`src/rtl/sgpio_led_pkg.sv`:
```
package sgpio_led_pkg;
  localparam int SIG_PER_SLOT = 3;
  localparam int FLT_OFS      = 0;
  localparam int LOC_OFS      = 1;
  localparam int ACT_OFS      = 2;

  localparam logic [31:0] ACT_MASK = 32'h0030_0000;
  localparam logic [31:0] LOC_MASK = 32'h0008_0000;
  localparam logic [31:0] FLT_MASK = 32'h0040_0000;

  typedef enum logic [2:0] {
    ST_IDLE, ST_LSETUP, ST_LHI, ST_LLO, ST_DSETUP, ST_DHI, ST_DLO
  } xfer_state_e;

  typedef struct packed {
    logic act;
    logic loc;
    logic flt;
  } led_req_t;

  function automatic led_req_t decode_state(logic [31:0] s);
    led_req_t r;
    r.act = |(s & ACT_MASK);
    r.loc = |(s & LOC_MASK);
    r.flt = |(s & FLT_MASK);
    return r;
  endfunction
endpackage

```
`src/rtl/sgpio_led_pattern.sv`:
```
module sgpio_led_pattern
  import sgpio_led_pkg::*;
#(
  parameter int MAX_PORTS = 8,
  parameter int PORT_W    = 3,
  parameter int SLOT_W    = 3,
  parameter int PAT_W     = 24
) (
  input  logic                        clk_i,
  input  logic                        rst_ni,
  input  logic                        write_i,
  input  logic [PORT_W-1:0]           port_i,
  input  led_req_t                    req_i,
  input  logic [MAX_PORTS*SLOT_W-1:0] slot_map_i,
  output logic [PAT_W-1:0]            pattern_o
);
  logic [SLOT_W-1:0] slot;

  always_comb begin
    slot = '0;
    for (int i = 0; i < MAX_PORTS; i++)
      if (port_i == PORT_W'(i)) slot = slot_map_i[i*SLOT_W +: SLOT_W];
  end

  for (genvar g = 0; g < MAX_PORTS; g++) begin : g_slot
    logic [SIG_PER_SLOT-1:0] bits_q;
    always_ff @(posedge clk_i or negedge rst_ni) begin
      if (!rst_ni) bits_q <= '0;
      else if (write_i && slot == SLOT_W'(g)) begin
        bits_q[FLT_OFS] <= req_i.flt;
        bits_q[LOC_OFS] <= req_i.loc;
        bits_q[ACT_OFS] <= req_i.act;
      end
    end
    assign pattern_o[g*SIG_PER_SLOT +: SIG_PER_SLOT] = bits_q;
  end
endmodule

```
`src/rtl/sgpio_half_timer.sv`:
```
module sgpio_half_timer #(
  parameter int HALF_CYC = 2500
) (
  input  logic clk_i,
  input  logic rst_ni,
  input  logic clr_i,
  output logic done_o
);
  localparam int CNT_W = (HALF_CYC > 1) ? $clog2(HALF_CYC) : 1;
  localparam logic [CNT_W-1:0] LAST = CNT_W'(HALF_CYC - 1);

  logic [CNT_W-1:0] cnt_q;

  assign done_o = (cnt_q == LAST);

  always_ff @(posedge clk_i or negedge rst_ni) begin
    if (!rst_ni) cnt_q <= '0;
    else if (clr_i || done_o) cnt_q <= '0;
    else cnt_q <= cnt_q + 1'b1;
  end
endmodule

```
`src/rtl/sgpio_frame_fsm.sv`:
```
module sgpio_frame_fsm
  import sgpio_led_pkg::*;
#(
  parameter int MAX_PORTS = 8,
  parameter int PAT_W     = 24,
  parameter int NP_W      = 4
) (
  input  logic             clk_i,
  input  logic             rst_ni,
  input  logic             start_i,
  input  logic [PAT_W-1:0] pattern_i,
  input  logic [NP_W-1:0]  n_ports_i,
  input  logic             tick_i,
  output logic             timer_clr_o,
  output logic             sclk_o,
  output logic             sload_o,
  output logic             sdata_o,
  output logic             busy_o
);
  localparam int BIT_W = $clog2(PAT_W + 1);

  xfer_state_e      state_q;
  logic [PAT_W-1:0] shreg_q;
  logic [BIT_W-1:0] left_q;
  logic [BIT_W-1:0] frame_bits;
  logic             sclk_q, sload_q, sdata_q;

  assign frame_bits  = BIT_W'(SIG_PER_SLOT * int'(n_ports_i));
  assign timer_clr_o = (state_q == ST_IDLE) || (state_q == ST_LSETUP) || (state_q == ST_DSETUP);
  assign busy_o      = (state_q != ST_IDLE);
  assign sclk_o      = sclk_q;
  assign sload_o     = sload_q;
  assign sdata_o     = sdata_q;

  always_ff @(posedge clk_i or negedge rst_ni) begin
    if (!rst_ni) begin
      state_q <= ST_IDLE;
      sclk_q  <= 1'b1;
      sload_q <= 1'b1;
      sdata_q <= 1'b1;
      shreg_q <= '0;
      left_q  <= '0;
    end else begin
      unique case (state_q)
        ST_IDLE: if (start_i) begin
          state_q <= ST_LSETUP;
          sload_q <= 1'b1;
          sclk_q  <= 1'b0;
        end
        ST_LSETUP: begin
          state_q <= ST_LHI;
          sclk_q  <= 1'b1;
        end
        ST_LHI: if (tick_i) begin
          state_q <= ST_LLO;
          sclk_q  <= 1'b0;
          shreg_q <= pattern_i;
          left_q  <= frame_bits;
        end
        ST_LLO, ST_DLO: if (tick_i) begin
          if (state_q == ST_DLO && left_q == '0) begin
            state_q <= ST_IDLE;
          end else begin
            // next bit is set up while the clock is low
            state_q <= ST_DSETUP;
            sload_q <= 1'b0;
            sdata_q <= shreg_q[0];
            shreg_q <= shreg_q >> 1;
            left_q  <= left_q - 1'b1;
          end
        end
        ST_DSETUP: begin
          state_q <= ST_DHI;
          sclk_q  <= 1'b1;
        end
        ST_DHI: if (tick_i) begin
          state_q <= ST_DLO;
          sclk_q  <= 1'b0;
        end
        default: state_q <= ST_IDLE;
      endcase
    end
  end
endmodule

```
`src/rtl/sgpio_led_shifter.sv`:
```
module sgpio_led_shifter
  import sgpio_led_pkg::*;
#(
  parameter int MAX_PORTS = 8,
  parameter int HALF_CYC  = 2500,
  parameter int MSG_SLOTS = 15
) (
  input  logic                                clk_i,
  input  logic                                rst_ni,
  input  logic                                upd_valid_i,
  input  logic [$clog2(MAX_PORTS)-1:0]        upd_port_i,
  input  logic [31:0]                         upd_state_i,
  input  logic [$clog2(MAX_PORTS+1)-1:0]      n_ports_i,
  input  logic [MAX_PORTS*$clog2(MAX_PORTS)-1:0] slot_map_i,
  output logic                                sclk_o,
  output logic                                sload_o,
  output logic                                sdata_o,
  output logic                                busy_o
);
  localparam int PORT_W = $clog2(MAX_PORTS);
  localparam int NP_W   = $clog2(MAX_PORTS + 1);
  localparam int PAT_W  = SIG_PER_SLOT * MAX_PORTS;

  logic             accept, tick, timer_clr;
  logic [PAT_W-1:0] pattern;

  assign accept = upd_valid_i && !busy_o && (int'(upd_state_i[15:8]) < MSG_SLOTS);

  sgpio_led_pattern #(
    .MAX_PORTS(MAX_PORTS), .PORT_W(PORT_W), .SLOT_W(PORT_W), .PAT_W(PAT_W)
  ) u_pattern (
    .clk_i, .rst_ni,
    .write_i   (accept),
    .port_i    (upd_port_i),
    .req_i     (decode_state(upd_state_i)),
    .slot_map_i,
    .pattern_o (pattern)
  );

  sgpio_half_timer #(.HALF_CYC(HALF_CYC)) u_timer (
    .clk_i, .rst_ni,
    .clr_i  (timer_clr),
    .done_o (tick)
  );

  sgpio_frame_fsm #(
    .MAX_PORTS(MAX_PORTS), .PAT_W(PAT_W), .NP_W(NP_W)
  ) u_fsm (
    .clk_i, .rst_ni,
    .start_i     (accept),
    .pattern_i   (pattern),
    .n_ports_i,
    .tick_i      (tick),
    .timer_clr_o (timer_clr),
    .sclk_o, .sload_o, .sdata_o, .busy_o
  );
endmodule

```
`config.mk`:
```
export PLATFORM = sky130hd
export DESIGN_NAME = sgpio_led_shifter
export DESIGN_NICKNAME = d
export VERILOG_FILES = /design/src/rtl/sgpio_led_pkg.sv /design/src/rtl/sgpio_led_pattern.sv /design/src/rtl/sgpio_half_timer.sv /design/src/rtl/sgpio_frame_fsm.sv /design/src/rtl/sgpio_led_shifter.sv
export SDC_FILE = /design/constraint.sdc
export NUM_CORES = 1
export LEC_CHECK = 0
export ABC_AREA = 1
export BUFFER_PORTS_ARGS = -buffer_cell sky130_fd_sc_hd__buf_2
export CORE_ASPECT_RATIO = 1.1
export CORE_MARGIN = 2
export CORE_UTILIZATION = 43
export DETAILED_ROUTE_END_ITERATION = 10
export PLACE_DENSITY_LB_ADDON = 0.3
export SYNTH_ARGS = -nofsm -noshare
export SYNTH_HDL_FRONTEND = slang
export SYNTH_SLANG_ARGS = --single-unit
```
`constraint.sdc`:
```
create_clock -name clk_i -period 4.9 [get_ports clk_i]
set_input_delay 0.98 -clock clk_i [delete_from_list [all_inputs] [get_ports clk_i]]
set_output_delay 0.98 -clock clk_i [all_outputs]
set_load 0.01 [all_outputs]
```
==> After elaboration in Yosys (flattened, before gate mapping) <==
Cells that the tools add are included.
W data, S select, Z words.
{ "totals": {"word_cells": 109, "input_bits": 66, "reg_bits": 71} }
{ "op_classes": {"n_bitwise": 1, "n_lt_le_gt_ge": 1, "eq_ne": 27, "mux": 30, "mul": 1, "n_reduce_logical": 32, "add_sub_neg": 2} }
{ "op_table": {"columns": ["operator", "count"], "rows": [
  ["$mux W24", 3],
  ["$pmux W24 S2", 1],
  ["$mux W3", 13],
  ["$eq A3 B3 Y1 const B", 11],
  ["$eq A3 B2 Y1 const B", 6],
  ["$pmux W3 S6", 1],
  ["$mux W5", 3],
  ["$add A12 B1 Y12 const B", 1],
  ["$eq A12 B12 Y1 const B", 1],
  ["$mux W12", 1],
  ["$reduce_and A4 Y1", 3],
  ["$logic_and A1 B1 Y1", 11],
  ["$pmux W5 S2", 1],
  ["$eq A3 B1 Y1 const B", 3],
  ["$logic_not A3 Y1", 3],
  ["$lt A8 B4 Y1 const B", 1],
  ["$ne A2 B1 Y1 const B", 4],
  ["$reduce_or A2 Y1", 4],
  ["$reduce_and A3 Y1", 2],
  ["$reduce_bool A3 Y1", 2],
  ["$logic_not A5 Y1", 1],
  ["$mul A2 B4 Y5 const A", 1],
  ["$mux W1", 5],
  ["$sub A5 B1 Y5 const B", 1],
  ["7 further kinds", 11]
]} }

==> Logic depth before layout (Yosys ltp) <==
{ "depth": {"ltp_word": 11, "depth_mapped": 13} }

==> Cells and area by module <==
A second synthesis with hierarchy kept.
{ "unflattened": {"cells_unflattened": 620, "area_unflattened_um2": 4371.7} }
{ "by_module_without_submodules": {"columns": ["module", "cells_each", "area_each_um2", "seq_area_each_um2", "instances"], "rows": [
  ["sgpio_frame_fsm", 314, 2125.8, 879.6, 1],
  ["sgpio_led_pattern", 195, 1486.4, 600.6, 1],
  ["sgpio_half_timer", 101, 713.2, 300.3, 1],
  ["sgpio_led_shifter", 10, 46.3, 0.0, 1]
]} }

==> Worst setup path before layout <==
Ideal clock, no wire load.
{ "synth_timing": {"path_type": "input -> register", "from": "input port upd_port_i[1]", "to": "register u_pattern.g_slot[6].bits_q[0]", "cell_stages": 8, "n_path_buf": 1, "setup_ns": 0.116, "slack_ns": 2.670, "arrival_time_ns": 2.114, "cell_sequence": "buf_4 > inv_1 > nor3_4 > nand2_1 > a21oi_4 > nand2_1 > nand2_1 > nand2_1"} }
{ "synth_via": {"elab_chain_len": 11, "elab_cells_between_ends": 18} }
{ "synth_rtl": {"columns": ["element", "line_no", "source"], "rows": [
  ["start: declaration", "sgpio_led_shifter.sv:11", "input logic [$clog2(MAX_PORTS)-1:0] upd_port_i,"],
  ["$logic_not A3 Y1", "sgpio_led_pattern.sv:22", "if (port_i == PORT_W'(i)) slot = slot_map_i[i*SLOT_W +: SLOT_W];"],
  ["$mux W3 (7 in a row)", "sgpio_led_pattern.sv:22", null],
  ["$mux W3 (*)", "sgpio_led_pattern.sv:22", null],
  ["$eq A3 B3 Y1 (*)", "sgpio_led_pattern.sv:29", "else if (write_i && slot == SLOT_W'(g)) begin"],
  ["$logic_and A1 B1 Y1 (*)", "sgpio_led_pattern.sv:29", null],
  ["end signal: indexed assignment", "sgpio_led_pattern.sv:30", "bits_q[FLT_OFS] <= req_i.flt;"],
  ["end signal: indexed assignment", "sgpio_led_pattern.sv:31", "bits_q[LOC_OFS] <= req_i.loc;"],
  ["end signal: indexed assignment", "sgpio_led_pattern.sv:32", "bits_q[ACT_OFS] <= req_i.act;"],
  ["end: declaration", "sgpio_led_pattern.sv:26", "logic [SIG_PER_SLOT-1:0] bits_q;"]
]} }
Every way passes the cells marked *; elsewhere a longest branch is shown, timed or not.
A chain may end at the register's enable or synchronous reset.

==> Worst setup path after layout <==
{ "layout_timing": {"from": "register u_timer.cnt_q[3]", "to": "register u_fsm.shreg_q[3]"} }
{ "layout_via": {"elab_chain_len": 3, "elab_cells_between_ends": 4} }
{ "layout_rtl": {"columns": ["element", "line_no", "source"], "rows": [
  ["start: declaration", "sgpio_half_timer.sv:12", "logic [CNT_W-1:0] cnt_q;"],
  ["start signal: assignment", "sgpio_half_timer.sv:19", "else cnt_q <= cnt_q + 1'b1;"],
  ["$eq A12 B12 Y1 (*)", "sgpio_half_timer.sv:14", "assign done_o = (cnt_q == LAST);"],
  ["$ne A2 B1 Y1 (no source line)", null, null],
  ["$reduce_and A4 Y1 (no source line) (*)", null, null],
  ["end signal: assignment", "sgpio_frame_fsm.sv:57", "shreg_q <= pattern_i;"],
  ["end signal: assignment", "sgpio_frame_fsm.sv:68", "shreg_q <= shreg_q >> 1;"],
  ["end: declaration", "sgpio_frame_fsm.sv:23", "logic [PAT_W-1:0] shreg_q;"]
]} }
Marks and branches as above.

==> flow_metrics.env <==
export IMPL_placed_cell_area_sq_um=4300
export IMPL_grt_pass1_vias=3318
export IMPL_detail_route_iter0_violations=178
export IMPL_ctsRootBufferMaster="clkbuf_8"
export IMPL_grt_usage=0.175
export IMPL_r2r_end="u_fsm.shreg_q[3]$_DFFE_PN0P_"
export IMPL_fin_tns_setup_ns=0
export IMPL_layout_common_cells="nand2_1 (122), nor2_1 (84), dfrtp_1 (68)"
export IMPL_fmax_mhz=419
export IMPL_finalInstanceArea_sq_um=4520
export IMPL_cp_required_ns=5.13
export IMPL_hold_path_class="register to register"
export IMPL_gr_usage_met1=0.228
export IMPL_tightest_slew_ns=0.739
export IMPL_grt_antenna_before_repair=0
export IMPL_die_w_microns=96.0
export IMPL_end_kind="register"
export IMPL_final_common_cell="nand2_1"
export IMPL_fin_nets=653
export IMPL_final_max_slew_violation_count=0
export IMPL_setup_violations=0
export IMPL_io_pins=70
export IMPL_crit_path_end="u_fsm.shreg_q[3]$_DFFE_PN0P_"
export IMPL_die_area_sq_um=10100
export IMPL_outcome="finished, final reports clean"
export IMPL_cp_start_kind="register"
export IMPL_period_share=0.487
export IMPL_cts_tree="done"
export IMPL_wire_per_inst_microns=11.8
export IMPL_ys_warn_count=0
export IMPL_hold_violations=0
export IMPL_clkLatencyLatePin_ns=0.35
export IMPL_antenna_diode_count=0
export IMPL_slew_headroom=0.508
export IMPL_crit_start="u_timer.cnt_q[3]$_DFF_PN0_"
export IMPL_ys_seq_area_frac=0.444
export IMPL_dp_hpwl_microns=5860
export IMPL_cts_resized=0
export IMPL_path_clk_slew_ns=0.07
export IMPL_drc_errors=0
export IMPL_wl_microns=8290
export IMPL_ir_drop_mv=0.122
export IMPL_grt_max_degree=51
export IMPL_clock_path_buffers=2
export IMPL_hold_buffers=0
export IMPL_cts_sinks=71
export IMPL_cts_inserted_buffers=9
export IMPL_grt_overflow=0
export IMPL_finClkSkew_ns=0.0147
export IMPL_cts_htree_levels=3
export IMPL_initial_core_util=0.447
export IMPL_r2r_slack_ns=2.51
export IMPL_power_density_nw_per_um2=267
export IMPL_syn2layout_area_growth_pct=12.9
export IMPL_r2r_start="u_timer.cnt_q[3]$_DFF_PN0_"
export IMPL_fin_cells=700
export IMPL_critical_path_class="register to register"
export IMPL_synth_seq_cells=71
export IMPL_period_needed_ns=2.39
export IMPL_fp_coreArea_sq_um=8960
export IMPL_gp_congestion=0.861
export IMPL_max_cap_viol_count=0
export IMPL_finalHoldWorstSlack_ns=0.452
export IMPL_syn_inst=538
export IMPL_syn_avg_cell_area_sq_um=7.45
export IMPL_synth_nets=610
export IMPL_synthesis_area_sq_um=4010
export IMPL_firstDrtPassIters=4
export IMPL_critPathMaxFanout=50
export IMPL_avgViaCountPerCell=5.03
export IMPL_met3_usage=0.0307
export IMPL_rsz0062_at_grt="false"
export IMPL_drive_gt1_frac=0.169
export IMPL_io_buffers=49
export IMPL_vias=3524
export IMPL_crit_arrival_ns=2.62
export IMPL_postCtsSetupBuffers=0
export IMPL_grt_use_met2=0.284
export IMPL_busiest_layer="met2"
export IMPL_leakagePower_nw=2.55
export IMPL_fp_row_count=36
export IMPL_place_inst=684
export IMPL_antenna_left=0
export IMPL_die_h_microns=105
export IMPL_grt_pass1_wl_microns=14200
export IMPL_rr_worst_depth=8
export IMPL_synth_cell_types=43
state kept, by name, summed over array words and instances (netlist names):
signal                   count
u_fsm.sload_o                1
u_fsm.sdata_o                1
u_fsm.left_q                 5
u_pattern.g_slot.bits_q     24
u_fsm.state_q                3
u_fsm.shreg_q               24
u_timer.cnt_q               12
u_fsm.sclk_o                 1
cell type report:
class                   instances  area (sq um)
clock inverters                 5          81.3
well taps                     114           143
flip-flops and latches         71          1780
clock buffers                  11           141
fillers                       878          4440
multi-input cells             376          1840
inverters                      72           273
repair buffers                 51           260
how the worst min path moves through the flow:
stage	from	to	cells past startpoint
after CTS	u_timer.cnt_q[0]$_DFF_PN0_	u_timer.cnt_q[0]$_DFF_PN0_	1
after detailed placement	u_timer.cnt_q[0]$_DFF_PN0_	u_timer.cnt_q[0]$_DFF_PN0_	1
after global routing	u_timer.cnt_q[0]$_DFF_PN0_	u_timer.cnt_q[0]$_DFF_PN0_	1
after floorplan	u_timer.cnt_q[0]$_DFF_PN0_	u_timer.cnt_q[0]$_DFF_PN0_	1
final	u_timer.cnt_q[0]$_DFF_PN0_	u_timer.cnt_q[0]$_DFF_PN0_	1
after global placement	u_timer.cnt_q[0]$_DFF_PN0_	u_timer.cnt_q[0]$_DFF_PN0_	1
logic make-up (layout without fill, tap and decap cells):
kind of cell,Yosys count,after routing,share of synthesized area
and+or+nand+nor,286,286,0.320
buffers and inverters,91,139,0.0956
AOI/OAI and AO/OA,79,79,0.108
DFF,71,71,0.444
adders and majority gates,6,6,0.0206
xor gates and xnor gates,5,5,0.0109
metal layers:
layer	part of all wire	routed length, microns	vias to the layer above
li1	-	-	1800
met1	0.47	3930	1635
met2	0.47	3880	73
met3	0.038	316	16
met4	0.020	163	0
met5	0	0	-
worst max-delay path, cell delays in order (launching register included):
cell     delay [ns]
dfrtp_1        0.42
nor4_1         0.40
nand3_1        0.12
nor2_1         0.22
nand2_2        0.17
inv_2          0.52
o21ai_0        0.23
o21ai_0        0.12
inv_1          0.06
per-stage QoR:
step                      total power, W   util  setup WS [ns]
after floorplan                 0.000652      -           2.67
after global placement          0.000691  0.480           2.34
after detailed placement        0.000693  0.480           2.30
after CTS                        0.00122  0.504           2.53
after global routing             0.00125  0.504           2.25
final                            0.00121  0.504           2.51
synthesized netlist by cell type (all sizes together):
cell    instances  area, sq um
nand2         127          489
nor2           92          380
inv            72          273
dfrtp          68         1700
o21ai          64          332
nand3          37          200
nand4          14         93.8
buf            11         78.8
a21oi           8         51.3
clkbuf          8         31.3
nor3            6         51.3
ha              5         62.6
nor3b           4         30.0
dfstp           3         78.8
xnor2           3         26.3
nor4            2         12.5
o211ai          2         15.0
or2             2         12.5
xor2            2         17.5
a211oi          1         7.51
a21boi          1         7.51
a31oi           1         6.26
and3            1         6.26
fa              1         20.0
nand3b          1         7.51
o21bai          1         7.51
o22ai           1         6.26
power breakdown:
part           leakage [nW]  switching (W)  internal [W]  total [W]
Combinational          1.48      0.0000616     0.0000322  0.0000938
Sequential            0.951    0.000000299      0.000586   0.000587
Clock                 0.110       0.000226      0.000301   0.000527
Total                  2.55       0.000288      0.000919    0.00121
No activity file was read; power rests on OpenSTA's default activity.
